$ cat src/rtl/uirq_pkg.sv
// Shared constants and types for the UART interrupt pending controller.
package uirq_pkg;
    localparam int SRC_N    = 4;
    localparam int BIT_RX   = 0;
    localparam int BIT_ERR  = 1;
    localparam int BIT_TX   = 2;
    localparam int BIT_MDM  = 3;
    localparam int TRIG_LSB = 8;
    localparam int TRIG_W   = 3;

    typedef enum logic [1:0] {
        A_SRC  = 2'd0,
        A_PEND = 2'd1,
        A_MASK = 2'd2,
        A_FCTL = 2'd3
    } reg_addr_e;
endpackage

$ cat src/rtl/uirq_src_reg.sv
// Sticky source register: one flop per source, set by an event, cleared
// by write-one. Assumes set and clr are single-cycle qualified vectors;
// set takes priority over clr on the same bit.
module uirq_src_reg #(
    parameter int N = 4
) (
    input  logic         clk,
    input  logic         rst_n,
    input  logic [N-1:0] set,
    input  logic [N-1:0] clr,
    output logic [N-1:0] q
);
    for (genvar i = 0; i < N; i++) begin : g_bit
        // Per-bit update: reset, then set-over-clear priority.
        always_ff @(posedge clk) begin
            if (!rst_n)
                q[i] <= 1'b0;
            else if (set[i])
                q[i] <= 1'b1;
            else if (clr[i])
                q[i] <= 1'b0;
        end
    end
endmodule

$ cat src/rtl/uirq_cfg.sv
// Holds the mask and FIFO control words written over the register port.
// Assumes write strobes are already decoded by address.
module uirq_cfg #(
    parameter int DW = 16,
    parameter int N  = 4
) (
    input  logic          clk,
    input  logic          rst_n,
    input  logic          wr_mask,
    input  logic          wr_fctl,
    input  logic [DW-1:0] wdata,
    output logic [N-1:0]  mask_q,
    output logic [DW-1:0] fctl_q
);
    // Mask register update.
    always_ff @(posedge clk) begin
        if (!rst_n)
            mask_q <= '0;
        else if (wr_mask)
            mask_q <= wdata[N-1:0];
    end

    // FIFO control register update.
    always_ff @(posedge clk) begin
        if (!rst_n)
            fctl_q <= '0;
        else if (wr_fctl)
            fctl_q <= wdata;
    end
endmodule

$ cat src/rtl/uirq_tx_level.sv
// Compares the transmit FIFO count with the scaled trigger level.
// CHAN_CLASS selects the scale: 0 -> x32, 1 -> x8, other -> x2.
// Purely combinational; assumes count is a stable registered value.
module uirq_tx_level
    import uirq_pkg::*;
#(
    parameter int CNT_W      = 8,
    parameter int CHAN_CLASS = 0
) (
    input  logic [TRIG_W-1:0] trig,
    input  logic [CNT_W-1:0]  count,
    input  logic              fifo_en,
    output logic              hit
);
    localparam int LVL_W = TRIG_W + 5;
    localparam int CMP_W = (CNT_W > LVL_W) ? CNT_W : LVL_W;

    logic [CMP_W-1:0] lvl;

    if (CHAN_CLASS == 0) begin : g_x32
        assign lvl = CMP_W'({trig, 5'd0});
    end else if (CHAN_CLASS == 1) begin : g_x8
        assign lvl = CMP_W'({trig, 3'd0});
    end else begin : g_x2
        assign lvl = CMP_W'({trig, 1'b0});
    end

    // Threshold hit while FIFO mode is on and occupancy is at or under level.
    always_comb hit = fifo_en && (CMP_W'(count) <= lvl);
endmodule

$ cat src/rtl/uirq_ctrl.sv
// Top of the UART interrupt pending controller. Decodes register writes,
// merges event pulses and the transmit threshold into the source register,
// derives the pending view and the level interrupt. Assumes DW >= 11 so
// the trigger field fits in the FIFO control word.
module uirq_ctrl
    import uirq_pkg::*;
#(
    parameter int DW         = 16,
    parameter int CNT_W      = 8,
    parameter int CHAN_CLASS = 0
) (
    input  logic             clk,
    input  logic             rst_n,
    input  logic             reg_wr,
    input  logic [1:0]       reg_addr,
    input  logic [DW-1:0]    reg_wdata,
    output logic [DW-1:0]    reg_rdata,
    input  logic             ev_rx,
    input  logic             ev_err,
    input  logic             ev_tx,
    input  logic             ev_modem,
    input  logic [CNT_W-1:0] tx_count,
    input  logic             fifo_en,
    output logic             irq
);
    logic [SRC_N-1:0] src_q;
    logic [SRC_N-1:0] mask_q;
    logic [SRC_N-1:0] pend;
    logic [SRC_N-1:0] set_v;
    logic [SRC_N-1:0] clr_v;
    logic [DW-1:0]    fctl_q;
    logic             tx_hit;
    logic             wr_mask;
    logic             wr_fctl;

    // Write strobe decode for the configuration registers.
    always_comb begin
        wr_mask = reg_wr && (reg_addr == A_MASK);
        wr_fctl = reg_wr && (reg_addr == A_FCTL);
    end

    // Set vector from the event pulses and the transmit threshold.
    always_comb begin
        set_v          = '0;
        set_v[BIT_RX]  = ev_rx;
        set_v[BIT_ERR] = ev_err;
        set_v[BIT_TX]  = ev_tx | tx_hit;
        set_v[BIT_MDM] = ev_modem;
    end

    // Write-one clear from either the source or the pending address.
    always_comb begin
        if (reg_wr && (reg_addr == A_SRC || reg_addr == A_PEND))
            clr_v = reg_wdata[SRC_N-1:0];
        else
            clr_v = '0;
    end

    uirq_src_reg #(.N(SRC_N)) u_src (
        .clk   (clk),
        .rst_n (rst_n),
        .set   (set_v),
        .clr   (clr_v),
        .q     (src_q)
    );

    uirq_cfg #(.DW(DW), .N(SRC_N)) u_cfg (
        .clk     (clk),
        .rst_n   (rst_n),
        .wr_mask (wr_mask),
        .wr_fctl (wr_fctl),
        .wdata   (reg_wdata),
        .mask_q  (mask_q),
        .fctl_q  (fctl_q)
    );

    uirq_tx_level #(.CNT_W(CNT_W), .CHAN_CLASS(CHAN_CLASS)) u_lvl (
        .trig    (fctl_q[TRIG_LSB +: TRIG_W]),
        .count   (tx_count),
        .fifo_en (fifo_en),
        .hit     (tx_hit)
    );

    // Pending view and interrupt line, held low during reset.
    always_comb begin
        pend = src_q & ~mask_q;
        irq  = rst_n & (|pend);
    end

    // Register read multiplexer.
    always_comb begin
        case (reg_addr)
            A_SRC:   reg_rdata = DW'(src_q);
            A_PEND:  reg_rdata = DW'(pend);
            A_MASK:  reg_rdata = DW'(mask_q);
            default: reg_rdata = fctl_q;
        endcase
    end
endmodule

$ cat config.mk
export PLATFORM = sky130hd
export DESIGN_NAME = uirq_ctrl
export DESIGN_NICKNAME = d
export VERILOG_FILES = /design/src/rtl/uirq_pkg.sv /design/src/rtl/uirq_src_reg.sv /design/src/rtl/uirq_cfg.sv /design/src/rtl/uirq_tx_level.sv /design/src/rtl/uirq_ctrl.sv
export SDC_FILE = /design/constraint.sdc
export NUM_CORES = 1
export LEC_CHECK = 0
export BUFFER_PORTS_ARGS = -buffer_cell sky130_fd_sc_hd__buf_2
export CAP_MARGIN = 20
export CELL_PAD_IN_SITES_DETAIL_PLACEMENT = 1
export CELL_PAD_IN_SITES_GLOBAL_PLACEMENT = 2
export CORE_ASPECT_RATIO = 0.75
export CORE_MARGIN = 2
export CORE_UTILIZATION = 23
export CTS_CLUSTER_SIZE = 16
export DETAILED_ROUTE_END_ITERATION = 10
export PLACE_DENSITY = 0.81
export SYNTH_ARGS = -nofsm -noshare
export SYNTH_HDL_FRONTEND = slang
export SYNTH_SLANG_ARGS = --single-unit
$ cat constraint.sdc
create_clock -name clk -period 1.3 [get_ports clk]
set_clock_uncertainty 0.2 [all_clocks]
set_input_delay 0.065 -clock clk [delete_from_list [all_inputs] [get_ports clk]]
set_output_delay 0.065 -clock clk [all_outputs]
set_load 0.1 [all_outputs]
[Yosys cells after proc, flatten, opt, wreduce, memory -nomap -nowiden]
Cells that the tools add are included.
Word-level totals
  register bits after elaboration: 24
  output and inout port bits: 17
  input port bits: 34
Cells by class
  muxes and demuxes: 10
  bitwise logic cells: 4
  eq/ne operators: 3
  order comparisons: 1
  reductions and logical operators: 11
Operators by type and width (count)
  16-bit one-hot mux with 3 select lines: 1
  8-bit <= comparator: 1
  1-bit 2-to-1 mux: 8
  2-bit nonzero test: 4
  4-bit AND: 1
  2-bit equality test, second input constant: 2
  1-bit logical AND: 4
  4-bit 2-to-1 mux: 1
  4-bit inverter: 1
  4-bit OR reduction: 1
  2-bit by 1-bit equality test with 1-bit output, second input constant: 1
  2-bit zero test: 1
  1-bit AND: 1
  1-bit logical OR: 1
  1-bit bitwise OR: 1

[Logic depth before layout (Yosys ltp)]
Gate-level depths: netlist of the first run.
  depth in word-level cells: 6
  depth in mapped cells: 6

[Cells and area by module]
A second synthesis of the first run with hierarchy kept.
Unflattened totals
  cells, all modules: 129
  area total of the unflattened synthesis: 1328.8 um^2
By module, submodules not included
  uirq_cfg: cells an instance 65, area each 769.5 um^2, seq. area each 400.4 um^2, instances 1
  uirq_ctrl: cells an instance 40, area each 306.5 um^2, seq. area each 0.0 um^2, instances 1
  uirq_src_reg: cells an instance 12, area each 165.2 um^2, seq. area each 80.1 um^2, instances 1
  uirq_tx_level: cells an instance 12, area each 87.6 um^2, seq. area each 0.0 um^2, instances 1

[Worst setup path after synthesis of the first run]
No wires, ideal clock.
  path kind: input to output
  start point: in reg_addr[1]
  end point: out reg_rdata[0]
  path slack: -1.548 ns
  data arrival time: 2.583 ns
  path buffers: 2
  data required time: 1.035 ns
  stages: 4
  path through: buf_6 > clkbuf_1 > o21ai_0 > o21ai_0
Between the ends
  word-level cells in the longest chain between the ends: 2
  elaborated cells between the ends (all ways): 4
  those cells by class: 2 x eq/ne; 1 x mux; 1 x reduce/logical
Ends and longest elaborated chain
  start, declared: RTL line uirq_ctrl.sv:15  | input logic [1:0] reg_addr,
  2-bit equality test, or another cell as far along: RTL line uirq_ctrl.sv:92  | case (reg_addr)
  16-bit one-hot mux with 3 select lines *: RTL line uirq_ctrl.sv:92
  end, declared: RTL line uirq_ctrl.sv:17  | output logic [DW-1:0] reg_rdata,
Every way passes the cells marked *; elsewhere a longest branch is shown, timed or not.

[Final worst setup path of the first run]
  start point: reg u_cfg.mask_q[3]
  end point: out reg_rdata[3]
Between the ends
  word-level cells in the longest chain between the ends: 3
Ends and longest elaborated chain
  start, declared: RTL line uirq_cfg.sv:12  | output logic [N-1:0] mask_q,
  start signal, assigned: RTL line uirq_cfg.sv:20  | mask_q <= wdata[N-1:0];
  4-bit inverter: RTL line uirq_ctrl.sv:86  | pend = src_q & ~mask_q;
  4-bit AND: RTL line uirq_ctrl.sv:86
  16-bit one-hot mux with 3 select lines *: RTL line uirq_ctrl.sv:92
Marks and branches as above.

==> results by group, run 1 <==
Global route
  – First-pass GRT wire length: about 7000 um
  – Vias in the first global route: about 1400
  – Total track usage: 0.155
  – Pin count of the biggest net entering global routing: 19
  – Total gr overflow: 0
  – Initial antenna violation count: 0

Worst setup path
  – CP Capture Type: output port
  – Worst Path Required: slightly above 1 ns
  – CP max-delay cell: dfxtp_4
  – Critical path class: reg2out
  – Crit-path cells: nand2b_4 > o21ai_1 > a22o_2 > buf_12
  – Critical Path Fanout Max: 4
  – Critical path's largest stage delay: 0.37 ns
  – WP data arrival: 1.17 ns
  – Startpoint Class: flop

Floorplanning
  – Die area: 0.00589 mm^2
  – Core Rows: 22
  – Chip width: 87.9 um
  – Die Y: 66.9 um
  – Ports: just over 50
  – Initial Utilization: 0.244
  – Core area: approximately 0.005 mm^2

Timing
  – Period utilisation layout: 1.11
  – Final Critical Period: 1.44 ns
  – Fmax: 0.695 GHz
  – Hold Slack: 0.0286 ns
  – Max-slew headroom: 0.772
  – Setup Viol. Count Final: 8
  – Worst-margin pin slew: 0.342 ns
  – Worst Slack Setup Final: -0.139 ns
  – Pins Over Slew Limit: 0
  – Final Hold Fails: 0
  – RSZ-0062 raised after global routing: true

Clocking
  – CTS tree: done
  – Max clock buf depth: 2
  – Htree depth: 1
  – Worst-Skew Late Latency: 0.27 ns
  – Total CTS buffers: 3
  – Clock slew at reported path FFs: 0.09 ns
  – Root Buffer: clkbuf_8
  – Clock sink count: 24

Pwr
  – PwrDens: 798 mW/mm^2
  – Leak: 1.01 nW
  – Max VDD drop: 0.000395 V

Status
  – Run status: finished with violations
  – Failing checks: setup timing

Final layout
  – ANT cells: 0
  – Synthesis-to-finish area growth: 94.5%
  – Layout cells sized above 1: 0.498
  – NumNets Final: approximately 280

Detailed routing
  – Wire length per cell: 13.7 um
  – Drt first pass iters: 4
  – DRT Wirelength: 4300 um
  – Drt first-iter violations: 50
  – Remaining antenna violation count: 0
  – Routed vias/inst: roughly 4.4
  – Drt drc: 0
  – Total number of vias: ~1400

Logic synthesis
  – Post-synth EDFFs: 0
  – FF+latch count, synth: 24
  – Synth top area share: 0.395
  – Synth Net Count: 192
  – Mapped Avg Cell Area: between 7 and 8 um^2
  – Unique cell type count in the Yosys netlist: 26
  – Top cells by area, synth: dfxtp_1, nand2_1, a21oi_1, and3_1, buf_6
  – Largest area contributor in the netlist: dfxtp_1
  – Mapped cell area: 0.00121 mm^2
  – Post-synthesis sequential area ratio: 0.395
  – Ys flop type: dfxtp_1
  – Async set-reset flop share out of synthesis: 0
  – Mapped Cells: 155
  – Ys Warns: 0

Place
  – Detail Placement HPWL: 2830 um
  – Global placer's final weighted congestion: 0.726
  – Number of port buffers: 50
  – Dpl ws: -0.119 ns

Flow run
  – Number of max-cap violations: 0

Min path
  – Hold/Removal Path Class: in2reg
==> placed cells by master, fill, tap and decap left out, drive strengths merged <==
cell,n
nand2,38
nor2b,3
nor2,4
o21ai,7
a21oi,20
inv,8
nand3b,3
a22o,1
ha,3
o22ai,3
nor4b,1
nand3,4
a21boi,1
and3,13
mux2i,4
and2b,1
buf,66
o21a,4
nor4bb,1
a22oi,1
clkbuf,4
nand2b,1
dfxtp,24
dlygate4sd3,26
==> registers in the layout, indices dropped and copies added, names as in the netlist <==
signal / flops
u_cfg.mask_q: 4
u_src.q: 4
u_cfg.fctl_q: 16
==> critical path: cells and delay by family, from the launching register on <==
family / cells / cell delay [ns]
buf+inv: 1 / 0.17
compound gates: 2 / 0.29
flops: 1 / 0.37
simple gates: 1 / 0.07
==> synthesized netlist by cell type, types with 2 or more instances <==
| master | instances |
|---|---|
| nor2b_1 | 3 |
| and3_1 | 13 |
| nor2_1 | 4 |
| inv_1 | 8 |
| a21oi_1 | 17 |
| a21oi_2 | 3 |
| nand3b_1 | 2 |
| ha_1 | 3 |
| clkbuf_1 | 5 |
| nand3_1 | 4 |
| buf_6 | 4 |
| nand2_1 | 38 |
| o21a_1 | 4 |
| o22ai_1 | 3 |
| o21ai_0 | 7 |
| dfxtp_1 | 24 |
| mux2i_1 | 4 |
==> layer usage <==
metal	routed length (um)	vias up	GRT usage	part of all wire
met3	177	4	0.0347	0.041
met2	2170	30	0.272	0.51
met5	0	-	0	0
li1	-	699	-	-
met1	1930	657	0.197	0.45
met4	20	0	0.0231	0.0047
==> cells by family (layout without fill, tap and decap cells) <==
family | Yosys count | after routing | synth area share
AO/OA/AOI/OAI | 37 | 37 | 0.180
adder cells (fa/ha/maj) | 3 | 3 | 0.0309
buffers and inverters | 18 | 104 | 0.0834
flip-flops | 24 | 24 | 0.395
multiplexers | 4 | 4 | 0.0330
AND/OR/NAND/NOR | 69 | 69 | 0.277
==> metrics by stage <==
stage / TNS [ns] / instances / power [W] / util / instance area, um^2
2_1_floorplan: -0.0717 / 155 / 0.00109 / - / 1280
3_3_place_gp: -0.0839 / 278 / 0.00127 / 0.381 / 1900
3_5_place_dp: -0.119 / 278 / 0.00128 / 0.381 / 1900
4_1_cts: -0.777 / 311 / 0.00189 / 0.463 / 2310
5_1_grt: -1.17 / 313 / 0.00197 / 0.474 / 2360
6_report: -0.748 / 313 / 0.00189 / 0.474 / 2360
==> area by class of cell <==
| type | count | area [um^2] |
|---|---|---|
| Multi-Input combinational cell | 113 | 781 |
| Fill cell | 590 | 2620 |
| Inverter | 8 | 30.0 |
| Timing Repair Buffer | 92 | 906 |
| Clock buffer | 4 | 55.1 |
| Sequential cell | 24 | 502 |
| Tap cell | 72 | 90.1 |
==> power breakdown <==
| group | switching [W] | total [W] | internal, W | leakage (nW) |
|---|---|---|---|---|
| clock network | 0.000254 | 0.000525 | 0.000271 | 0.0288 |
| registers | 0.0000231 | 0.000787 | 0.000764 | 0.201 |
| logic | 0.000308 | 0.000575 | 0.000267 | 0.783 |
| total | 0.000584 | 0.00189 | 0.00130 | 1.01 |
==> repair_timing <==
| item | in CTS | in global routing |
|---|---|---|
| buffers inserted | 3 | 2 |
| hold buffers | 26 | 0 |
| pin swaps | 10 | 8 |
| setup endpoints to repair | 8 | 10 |
| gates resized for setup | 24 | 13 |
| endpoints found under the hold margin | 24 | 0 |
==> final timing paths <==
kind                    from         endpoint  slack [ns]  cells past startpoint
min              tx_count[1]       u_src.q[2]        0.03                      4
min reg2reg  u_cfg.fctl_q[6]  u_cfg.fctl_q[6]        0.26                      2
max          u_cfg.mask_q[3]     reg_rdata[3]       -0.14                      4
max reg2reg  u_cfg.fctl_q[9]       u_src.q[2]       -0.10                      5
(Power assumes the default switching activity.)
==> run 2, diff against run 1 <==
SETUP_SLACK_MARGIN = 0.5   (was unset)
==> run 2 against run 1 <==
  * The flow finishes with violations (hold timing, setup timing)
  * Die area unchanged
  * Final cell count decreased by 8.0%
  * Worst hold slack worse by 0.24 ns
  * Sequential cell count stayed put
  * Fmax shrank 1.9%
  * Setup slack got worse by 0.029 ns
  * Sequential power up 0.6%
  * Final area rose by 0.11%
  * Combinational power grew 1%
  * Critical path depth unchanged
  * Non-clock buffer count fell by 26
  * Clock power grew 3%
==> results by group, run 2 (synthesis gave the netlist of run 1 again) <==
Place
  – Detail Placement HPWL: 2880 um
  – DP Area: 0.00201 mm^2
  – Dpl cells: approximately 280
  – Global placer's final weighted congestion: 0.755
  – Number of port buffers: 50

Detailed routing
  – DRT Wirelength: 4280 um
  – Remaining antenna violation count: 0
  – Routed vias/inst: 4.58
  – Drt first pass iters: 3
  – Drt first-iter violations: 56
  – Total number of vias: 1319
  – Wire length per cell: about 15 um
  – Drt drc: 0

Final layout
  – Top Registers: u_cfg.fctl_q (16), u_cfg.mask_q (4), u_src.q (4)
  – Finished Layout Cells: between 200 and 300
  – Commonest non-fill, non-tap cells in the layout: buf_2, nand2_2, buf_12, dfxtp_2, a21oi_2
  – Max reg flops: 16
  – Fin util: 0.475
  – NumNets Final: approximately 250
  – Most flops, register: u_cfg.fctl_q
  – Layout cells sized above 1: 0.778
  – Synthesis-to-finish area growth: 94.7%
  – ANT cells: 0
  – Design area: 0.00237 mm^2
  – Commonest non-fill, non-tap cell in the layout: buf_2

Min path
  – Hold depth: 2
  – Min-delay src: ev_modem
  – Hold/Removal Path Class: in2reg
  – Hold EP: u_src.q[3]

Timing
  – Pins Over Slew Limit: 0
  – Fmax: 0.681 GHz
  – Setup Viol. Count Final: 9
  – Worst Slack Setup Final: -0.168 ns
  – Period utilisation layout: 1.13
  – Max-slew headroom: 0.843
  – Hold Slack: -0.212 ns
  – Final Hold Fails: 24
  – Worst-margin pin slew: 0.232 ns
  – RSZ-0062 raised after global routing: true
  – Final Critical Period: 1.47 ns

Pwr
  – Clock group share of total power: 0.283
  – Net Sw Frac: 0.326
  – Pint: 0.00129 W
  – Leak: 0.969 nW
  – Max VDD drop: ~0.0004 V
  – NetSw: approximately 0.00062 W
  – Combinational share of power: 0.304
  – PwrDens: 809 mW/mm^2
  – Share of power burned in registers: 0.414

Global route
  – Initial antenna violation count: 0
  – Top Usage Layer GRT: met2
  – Vias in the first global route: 1375
  – M2 GR Usage: 0.251
  – First-pass GRT wire length: 6790 um
  – Total gr overflow: 0
  – Pin count of the biggest net entering global routing: 20
  – Met1 usage: 0.199
  – Total track usage: 0.153
  – Grt met3 use: 0.0372

Floorplanning
  – Die Y: 66.9 um
  – Ports: 51
  – Core Rows: 22
  – Die area: 0.00589 mm^2
  – Chip width: 87.9 um
  – Initial Utilization: 0.244
  – Core area: 0.00498 mm^2

Worst setup path
  – CP Capture Type: output port
  – Worst Setup SP: u_cfg.mask_q[3]
  – Startpoint Class: flop
  – R2R Path End: u_src.q[2]
  – Worst r2r path cells: 5
  – Critical Path Fanout Max: 4
  – Reg2reg setup slack: -0.15 ns
  – FF-to-FF Start: u_cfg.fctl_q[10]
  – Critical path class: reg2out
  – Worst Path Required: 1.03 ns
  – WP data arrival: 1.20 ns

Clocking
  – CTS tree: done
  – Clock slew at reported path FFs: approximately 0.090 ns
  – Total CTS buffers: 3
  – Worst-Skew Late Latency: 0.28 ns
  – Clock sink count: 24
  – Max clock buf depth: 2
  – Htree depth: 1
  – Root Buffer: clkbuf_8

Status
  – Failing checks: hold timing, setup timing
  – Run status: finished with violations

Flow run
  – Number of max-cap violations: 0
[run 2: cell types whose count changed in the layout (fill, tap and decap cells not counted), moves of 5 or more]
cell,change
nand2_2,+16
nand2_1,-18
and3_4,+10
and3_2,-8
dfxtp_2,+11
buf_4,-5
a21oi_2,+14
a21oi_1,-14
buf_6,+5
dlygate4sd3_1,-26
dfxtp_1,-11
[run 2: worst max-delay path by stage]
stage / endpoint / cells after the start
finish: reg_rdata[3] / 4
CTS: reg_rdata[3] / 4
detailed placement: u_src.q[2] / 4
global route: u_src.q[2] / 5
floorplan: u_src.q[2] / 5
global placement: u_src.q[2] / 5
[run 2: through the flow]
stage          hold slack, ns  TNS (ns)  worst slack (ns)  power, W
4_1_cts                -0.213    -0.873            -0.162   0.00188
6_report               -0.212    -0.807            -0.168   0.00191
5_1_grt                -0.212     -1.24            -0.229   0.00200
3_5_place_dp           0.0785    -0.128            -0.128   0.00131
2_1_floorplan         -0.0175   -0.0486           -0.0305   0.00112
3_3_place_gp           0.0754   -0.0731           -0.0731   0.00131
[run 2: final cells by class]
| cell class | count | area (um^2) |
|---|---|---|
| multi-input cells | 114 | 976 |
| clock buffers | 4 | 55.1 |
| fillers | 548 | 2620 |
| flip-flops and latches | 24 | 515 |
| repair buffers | 66 | 699 |
| well taps | 72 | 90.1 |
| inverters | 8 | 30.0 |
[run 2: timing repair]
action / CTS / global route
buffers inserted: 2 / 4
hold endpoints to repair: 24 / 24
pin swaps: 12 / 18
gates cloned: 1 / 1
gates resized for setup: 30 / 40
endpoints found under the setup margin: 41 / 41
[run 2: critical path, stage by stage, from the launching register on]
cell,delay (ns)
dfxtp_4,0.38
nand2b_4,0.07
nand2_1,0.06
a22o_4,0.25
buf_12,0.16
[run 2: metal layers]
layer / up-vias / share of wire
met5: - / 0
met4: 0 / 0.0094
met3: 5 / 0.042
met2: 34 / 0.47
met1: 631 / 0.48
li1: 649 / -
[run 2: power by group through the flow]
stage | Sequential, W | Combinational (W) | Clock (W)
floorplan | 0.000801 | 0.000323 | 0
global placement | 0.000805 | 0.000505 | 0
detailed placement | 0.000806 | 0.000506 | 0
CTS | 0.000790 | 0.000535 | 0.000556
global route | 0.000797 | 0.000621 | 0.000585
finish | 0.000792 | 0.000581 | 0.000541
==> run 3, diff against run 2 <==
BUFFER_PORTS_ARGS = -buffer_cell sky130_fd_sc_hd__clkbuf_2   (was -buffer_cell sky130_fd_sc_hd__buf_2)
==> run 3 against run 2 <==
  * The flow still finishes with violations (hold timing, setup timing)
  * Critical path depth increased by 1
  * Sequential power hardly changed
  * Setup slack better by 0.018 ns
  * Sequential share of layout area grew 0.32 points
  * Power is 1.7% lower
  * First-iteration DRC count is 5.4% lower
  * Combinational power down 1%
  * Core utilization fell by 0.68 points
  * Sequential cell count unchanged
  * Final area is 1.4% lower
  * Highest routed layer unchanged
  * Register-to-register slack barely moved
  * Die area unchanged
  * Critical path type is now reg2reg
==> results by group, run 3 (synthesis gave the netlist of run 1 again) <==
Status
  – Run status: finished with violations
  – Failing checks: hold timing, setup timing

Global route
  – Initial antenna violation count: 0
  – Pin count of the biggest net entering global routing: 22
  – First-pass GRT wire length: 6940 um
  – Total gr overflow: 0
  – Total track usage: 0.154
  – Vias in the first global route: 1429

Floorplanning
  – Initial Utilization: 0.244
  – Chip width: about 88 um
  – Ports: just over 50
  – Die Y: 66.9 um
  – Core Rows: 22
  – Core area: 0.00498 mm^2
  – Die area: 0.00589 mm^2

Timing
  – Final Critical Period: 1.45 ns
  – Period utilisation layout: 1.11
  – Fmax: 0.690 GHz
  – Setup Viol. Count Final: 9
  – Worst Slack Setup Final: -0.149 ns
  – Max-slew headroom: 0.807
  – Worst-margin pin slew: 0.290 ns
  – Hold Slack: -0.195 ns
  – Pins Over Slew Limit: 0
  – RSZ-0062 raised after global routing: true
  – Final Hold Fails: 24

Worst setup path
  – Worst path top cell family by delay: flip-flops
  – Startpoint Class: flop
  – Critical path's largest stage delay: 0.36 ns
  – Crit-path cells: inv_2 > ha_4 > nor4bb_4 > a22oi_1 > o22ai_1
  – Worst Path Required: roughly 1.3 ns
  – CP Capture Type: flop
  – Critical path class: reg2reg
  – WP data arrival: roughly 1.4 ns
  – Critical path buffer and inverter count: 1
  – CP max-delay cell: dfxtp_2
  – Critical Path Fanout Max: 3

Place
  – Global placer's final weighted congestion: 0.700
  – Number of port buffers: 50
  – Dpl cells: 282
  – Detail Placement HPWL: 3020 um

Detailed routing
  – DRT Wirelength: roughly 4200 um
  – Drt drc: 0
  – Total number of vias: 1375
  – Wire length per cell: around 14 um
  – Drt first pass iters: 4
  – Remaining antenna violation count: 0
  – Routed vias/inst: 4.63
  – Drt first-iter violations: 53

Clocking
  – Total CTS buffers: 3
  – Max clock buf depth: 2
  – Clock slew at reported path FFs: approximately 0.090 ns
  – Root Buffer: clkbuf_8
  – Worst-Skew Late Latency: 0.27 ns
  – Clock sink count: 24
  – CTS tree: done
  – Htree depth: 1

Final layout
  – Fin util: 0.468
  – ANT cells: 0
  – Top Registers: u_cfg.fctl_q (16), u_cfg.mask_q (4), u_src.q (4)
  – Synthesis-to-finish area growth: 92.0%
  – Commonest non-fill, non-tap cells in the layout: clkbuf_2, nand2_1, dfxtp_2
  – NumNets Final: 263
  – Commonest non-fill, non-tap cell in the layout: clkbuf_2
  – Finished Layout Cells: 297
  – Layout cells sized above 1: 0.707
  – Most flops, register: u_cfg.fctl_q
  – Max reg flops: 16

Pwr
  – PwrDens: 806 mW/mm^2
  – Share of power burned in registers: 0.422
  – Max VDD drop: ~0.00038 V
  – Leak: 0.987 nW
  – Net Sw Frac: 0.313
  – Clock group share of total power: 0.272
  – Combinational share of power: 0.306
  – Pint: around 0.0013 W
  – NetSw: around 0.0006 W

Min path
  – Hold/Removal Path Class: in2reg

Flow run
  – Number of max-cap violations: 0
run 3: cell count changes in the layout (fill, tap and decap cells not counted), moves of 3 or more:
cell / previous run / this run
nand2_1: 16 / 25
a21oi_2: 17 / 9
a21oi_1: 3 / 11
buf_4: 8 / 18
clkbuf_2: 0 / 30
dfxtp_2: 19 / 22
nand2_2: 20 / 13
buf_2: 31 / 0
run 3: layout make-up:
cell class	instances	area (um^2)
Fill cell	561	2650
Sequential cell	24	515
Inverter	8	30.0
Tap cell	72	90.1
Timing Repair Buffer	75	738
Multi-Input combinational cell	114	903
Clock buffer	4	55.1
run 3: through the flow:
stage | TNS (ns) | area (um^2) | power (W) | setup WS (ns)
detailed placement | -0.752 | 2030 | 0.00132 | -0.147
global placement | -0.130 | 2030 | 0.00131 | -0.0696
global route | -1.06 | 2330 | 0.00197 | -0.196
finish | -0.632 | 2330 | 0.00188 | -0.149
CTS | -0.655 | 2240 | 0.00187 | -0.148
floorplan | -0.0486 | 1420 | 0.00112 | -0.0305
run 3: power by group through the flow:
| stage | sequential, W | clock (W) | combinational (W) |
|---|---|---|---|
| floorplan | 0.000801 | 0 | 0.000323 |
| global placement | 0.000806 | 0 | 0.000505 |
| detailed placement | 0.000807 | 0 | 0.000513 |
| CTS | 0.000793 | 0.000524 | 0.000555 |
| global route | 0.000797 | 0.000564 | 0.000614 |
| finish | 0.000794 | 0.000512 | 0.000575 |
run 3: final timing paths:
| kind | from | to | slack [ns] | depth (start not counted) |
|---|---|---|---|---|
| min | ev_modem | u_src.q[3] | -0.19 | 2 |
| max reg2reg | u_cfg.fctl_q[10] | u_src.q[2] | -0.15 | 5 |
| max | u_cfg.fctl_q[10] | u_src.q[2] | -0.15 | 5 |
| min reg2reg | u_cfg.fctl_q[7] | u_cfg.fctl_q[7] | 0.25 | 2 |
run 3: routing by layer:
metal | global-route usage | vias up | part of all wire | wire, um
met5 | 0 | - | 0 | 0
met4 | 0.0365 | 0 | 0.0096 | 41
met3 | 0.0434 | 6 | 0.056 | 237
met2 | 0.254 | 41 | 0.46 | 1970
met1 | 0.200 | 659 | 0.47 | 2010
li1 | - | 669 | - | -
run 3: worst register-to-register path, cell delays in order, from the launching register on:
cell	delay (ns)
dfxtp_2	0.36
inv_2	0.05
ha_4	0.26
nor4bb_4	0.27
a22oi_1	0.12
o22ai_1	0.12
run 3: repair_timing:
item,in CTS,in global routing
hold endpoints to repair,24,24
setup buffers,5,5
cloned,1,0
pin swaps,18,14
endpoints found under the setup margin,41,40
gates resized for setup,33,22
